### src/rtl/alu8_pkg.sv
// Package: shared width and operation codes for the eight-bit ALU.
// Assumes the op_code field keeps this encoding in both units.
package alu8_pkg;
    localparam int DATA_W = 8;

    // Codes inside the logic unit.
    typedef enum logic [1:0] {
        LG_AND = 2'b00,
        LG_OR  = 2'b01,
        LG_XOR = 2'b10,
        LG_NOT = 2'b11
    } logic_op_e;

    // Codes inside the arithmetic unit.
    typedef enum logic [1:0] {
        AR_ADD = 2'b00,
        AR_SUB = 2'b01,
        AR_INC = 2'b10,
        AR_DEC = 2'b11
    } arith_op_e;
endpackage

### src/rtl/alu8_precond.sv
// Module: operand conditioning stage.
// The swap is applied first. Zero forcing then acts on the swapped first
// operand. The stage is combinational and has no state.
module alu8_precond #(
    parameter int WIDTH = alu8_pkg::DATA_W
) (
    input  logic [WIDTH-1:0] in_a,
    input  logic [WIDTH-1:0] in_b,
    input  logic             swap_ops,
    input  logic             zero_first,
    output logic [WIDTH-1:0] first,
    output logic [WIDTH-1:0] second
);
    logic [WIDTH-1:0] swapped_first;

    // Purpose: exchange the operands, then zero the first one if asked.
    always_comb begin
        swapped_first = swap_ops ? in_b : in_a;
        second        = swap_ops ? in_a : in_b;
        first         = zero_first ? '0 : swapped_first;
    end
endmodule

### src/rtl/alu8_logic.sv
// Module: bitwise logic unit built from one slice per bit.
// Assumes the op_code encoding from alu8_pkg::logic_op_e.
module alu8_logic #(
    parameter int WIDTH = alu8_pkg::DATA_W
) (
    input  logic [WIDTH-1:0] first,
    input  logic [WIDTH-1:0] second,
    input  logic [1:0]       op_code,
    output logic [WIDTH-1:0] out
);
    import alu8_pkg::*;

    for (genvar i = 0; i < WIDTH; i++) begin : g_bit
        // Purpose: compute one result bit for the selected logic operation.
        always_comb begin
            case (op_code)
                LG_AND:  out[i] = first[i] & second[i];
                LG_OR:   out[i] = first[i] | second[i];
                LG_XOR:  out[i] = first[i] ^ second[i];
                default: out[i] = ~first[i];
            endcase
        end
    end
endmodule

### src/rtl/alu8_arith.sv
// Module: arithmetic unit built on a single shared ripple-carry adder.
// The op_code selects the adder's second input and its carry-in.
// The carry out of the top bit is never formed, so results wrap.
module alu8_arith #(
    parameter int WIDTH = alu8_pkg::DATA_W
) (
    input  logic [WIDTH-1:0] first,
    input  logic [WIDTH-1:0] second,
    input  logic [1:0]       op_code,
    output logic [WIDTH-1:0] out
);
    import alu8_pkg::*;

    logic [WIDTH-1:0] addend;
    logic [WIDTH-1:0] carry;

    // Purpose: choose the adder's second input and its carry-in.
    always_comb begin
        case (op_code)
            AR_ADD:  begin addend = second;  carry[0] = 1'b0; end
            AR_SUB:  begin addend = ~second; carry[0] = 1'b1; end
            AR_INC:  begin addend = '0;      carry[0] = 1'b1; end
            default: begin addend = '1;      carry[0] = 1'b0; end
        endcase
    end

    for (genvar i = 0; i < WIDTH; i++) begin : g_fa
        // Purpose: sum bit of one full-adder stage.
        assign out[i] = first[i] ^ addend[i] ^ carry[i];
        if (i < WIDTH - 1) begin : g_carry
            // Purpose: carry into the next stage (no carry leaves the top stage).
            assign carry[i+1] = (first[i] & addend[i]) |
                                (carry[i] & (first[i] ^ addend[i]));
        end
    end
endmodule

### src/rtl/alu8_core.sv
// Module: top of the operand-conditioned ALU.
// Operands are conditioned first. Both units then compute in parallel,
// and unit_sel picks one of the two results.
// Purely combinational: no clock, no reset, no state.
module alu8_core #(
    parameter int WIDTH = alu8_pkg::DATA_W
) (
    input  logic [WIDTH-1:0] opnd_a,
    input  logic [WIDTH-1:0] opnd_b,
    input  logic             unit_sel,
    input  logic [1:0]       op_code,
    input  logic             zero_first,
    input  logic             swap_ops,
    output logic [WIDTH-1:0] result
);
    logic [WIDTH-1:0] cond_first;
    logic [WIDTH-1:0] cond_second;
    logic [WIDTH-1:0] logic_out;
    logic [WIDTH-1:0] arith_out;

    alu8_precond #(.WIDTH(WIDTH)) u_pre (
        .in_a       (opnd_a),
        .in_b       (opnd_b),
        .swap_ops   (swap_ops),
        .zero_first (zero_first),
        .first      (cond_first),
        .second     (cond_second)
    );

    alu8_logic #(.WIDTH(WIDTH)) u_lgc (
        .first   (cond_first),
        .second  (cond_second),
        .op_code (op_code),
        .out     (logic_out)
    );

    alu8_arith #(.WIDTH(WIDTH)) u_ari (
        .first   (cond_first),
        .second  (cond_second),
        .op_code (op_code),
        .out     (arith_out)
    );

    // Purpose: pick the result of the selected unit.
    always_comb begin
        result = unit_sel ? arith_out : logic_out;
    end
endmodule

### config.mk
export PLATFORM = sky130hd
export DESIGN_NAME = alu8_core
export DESIGN_NICKNAME = d
export VERILOG_FILES = /design/src/rtl/alu8_pkg.sv /design/src/rtl/alu8_precond.sv /design/src/rtl/alu8_logic.sv /design/src/rtl/alu8_arith.sv /design/src/rtl/alu8_core.sv
export SDC_FILE = /design/constraint.sdc
export NUM_CORES = 1
export LEC_CHECK = 0
export ABC_CLOCK_PERIOD_IN_PS = 13600
export CORE_MARGIN = 5
export CORE_UTILIZATION = 30
export DETAILED_ROUTE_END_ITERATION = 10
export PLACE_DENSITY = 0.63
export SLEW_MARGIN = 20
export SYNTH_ARGS = -nofsm -noshare
export SYNTH_HDL_FRONTEND = slang
export SYNTH_SLANG_ARGS = --single-unit
### constraint.sdc
create_clock -name vclk -period 13.6
set_clock_uncertainty 0.1 [all_clocks]
set_input_delay 2.04 -clock vclk [all_inputs]
set_output_delay 2.04 -clock vclk [all_outputs]
set_load 0.05 [all_outputs]
==> reports/results.ini <==
[sta]
slew_headroom_pct = 33.47
whs_ns = 5.632
rsz0062_at_grt = false
fin_crit_ns = 10.16
finalSetupViolCount = 0
post-route-period-util_pct = 74.71
finalHoldViolCount = 0
setup_ws_ns = 3.439
slew_viol_final = 0
fmax_mhz = 98.42
tns_ns = 0
tightest_slew_ns = 0.9948

[route]
firstDrtPassIters = 6
vias = 1063
totalWireLength_microns = 2720
ant_nets = 0
drc = 0
wl_per_cell_microns = 12.71
via_per_inst = 4.967
drtIter0Drc = 57

[layout]
final_layout_size_suffix_gt1_share_pct = 3.012
register_area_sq_um = 0
nClkBuffers = 0
antenna_cells = 0
final_cell_mix = inv_1 (29), clkdlybuf4s50_1 (29), mux2i_1 (23)
nets = 216
seq_cells = 0
syn_to_final_growth_pct = 24.53

[setup_path]
crit_slowest_cell = clkdlybuf4s50_1
critPathKind = input port to output port
setup.worst_path.start = swap_ops
cp_max_fo = 16
crit_top_cell = fa_1
end_kind = output port
worst_setup_path_start_kind = input port
required_ns = 11.46
cp_slowest_stage_delay_ns = 1.13
path_cells = clkdlybuf4s50_1, mux2i_1, a211oi_1, fa_1, fa_1, fa_1, fa_1, inv_1, fa_1, inv_1, fa_1, fa_1, nor2b_1, or3b_2, a21oi_1, nor3_2, clkdlybuf4s50_1
cp.arrival_ns = 8.02

[grt]
grt_pass1_wl_microns = 4478
gr-total-overflow = 0
antenna_found_initial = 0
grt_pass1_vias = 1023
grt_usage_pct = 9.969
grt_max_degree = 19

[placement]
gp_congestion = 0.7673
port_buffers = 29
pre_cts_ws_ns = 3.444
place_hpwl_microns = 2032

[clock_tree]
ctsHoldBuffers = 0
ctsResizeCount = 0
post_cts_buffers = 0

[floorplan]
row_count = 22
die_w_microns = 72.95
core_region_area_sq_um = 3744
initial_utilization_pct = 31.75
die_area_sq_um = 5321
ios = 29
die_h_microns = 72.95

[min_path]
min_from = opnd_a[0]
hold_path.class = input port to output port

[synth]
syn_inst = 149
syn-num-nets = 197
syn_area_per_cell_sq_um = 7.977
syn_area_sq_um = 1189
synthDistinctLibCells = 29
seq_area_frac_synth_pct = 0
yosysWarnings = 0

[job]
cap_violations = 0

[outcome]
status = completed

[power_and_ir_drop]
vdd_drop_max_v = 0.00001724
powerDensity_nw_per_um2 = 49.94
leakagePower_nw = 0.6941

-- power breakdown --
part           internal (mW)  switching, mW
Clock                      0              0
Combinational         0.0311         0.0428
Sequential                 0              0
Total                 0.0311         0.0428
-- metal layers --
metal | vias to the layer above | track usage (%) | wire length [microns]
li1 | 541 | - | -
met1 | 503 | 13.36 | 1289
met2 | 19 | 18.14 | 1280
met3 | 0 | 0.8264 | 150
met4 | 0 | 0.4098 | 0
met5 | - | 0 | 0
-- synth_stat cells --
library cell	n	share of area [%]
mux2_2	1	0.95
mux2i_1	23	19
or2_2	1	0.53
inv_1	29	9.2
clkbuf_2	1	0.42
a311o_1	1	0.84
buf_4	1	0.63
a222oi_1	7	5.9
fa_1	7	12
buf_1	2	0.63
a221oi_1	1	0.74
nor3_2	1	0.84
buf_6	1	0.95
nand2_1	8	2.5
or3b_2	1	0.74
o21bai_1	1	0.63
a211o_1	2	1.5
o21ai_0	1	0.42
nor2b_1	8	4.2
buf_2	1	0.42
nor2_1	9	2.8
a211oi_1	6	3.8
nor3_1	1	0.42
o21a_1	6	3.8
clkbuf_1	6	1.9
mux2i_4	1	1.9
ha_1	20	21
nor4b_1	1	0.74
a21oi_1	1	0.42
-- area by class of cell --
| class | instances | area, sq um |
|---|---|---|
| Fill cell | 404 | 2263 |
| Inverter | 29 | 108.9 |
| Multi-Input combinational cell | 108 | 1021 |
| Tap cell | 48 | 60.06 |
| Timing Repair Buffer | 29 | 290.3 |
-- worst paths after layout --
| path | slack [ns] | endpoint | depth (start not counted) |
|---|---|---|---|
| hold / removal | 5.63 | result[0] | 6 |
| setup / recovery | 3.44 | result[7] | 17 |
-- critical path, delay by kind of cell --
family                   cells  cell delay (ns)
AO/OA/AOI/OAI                2             0.33
adder cells (fa/ha/maj)      7             2.55
buffers and inverters        4             1.95
multiplexers                 1             0.42
AND/OR/NAND/NOR              3             0.72
-- logic make-up after synthesis --
group | synth area share, %
AO/OA/AOI/OAI | 18.00
AND/OR/NAND/NOR | 12.84
multiplexers | 22.21
buffers and inverters | 14.10
adder cells (fa/ha/maj) | 32.84
-- per-stage QoR --
stage,instances,util [%],instance area (sq um),power [mW]
finish,214,39.54,1480,0.07392
global route,214,39.54,1480,0.08175
CTS,214,39.54,1480,0.07474
detailed placement,214,39.54,1480,0.07396
global placement,214,39.54,1480,0.07418
floorplan,149,-,1189,0.05157
Power figures use the tool's default switching activity.
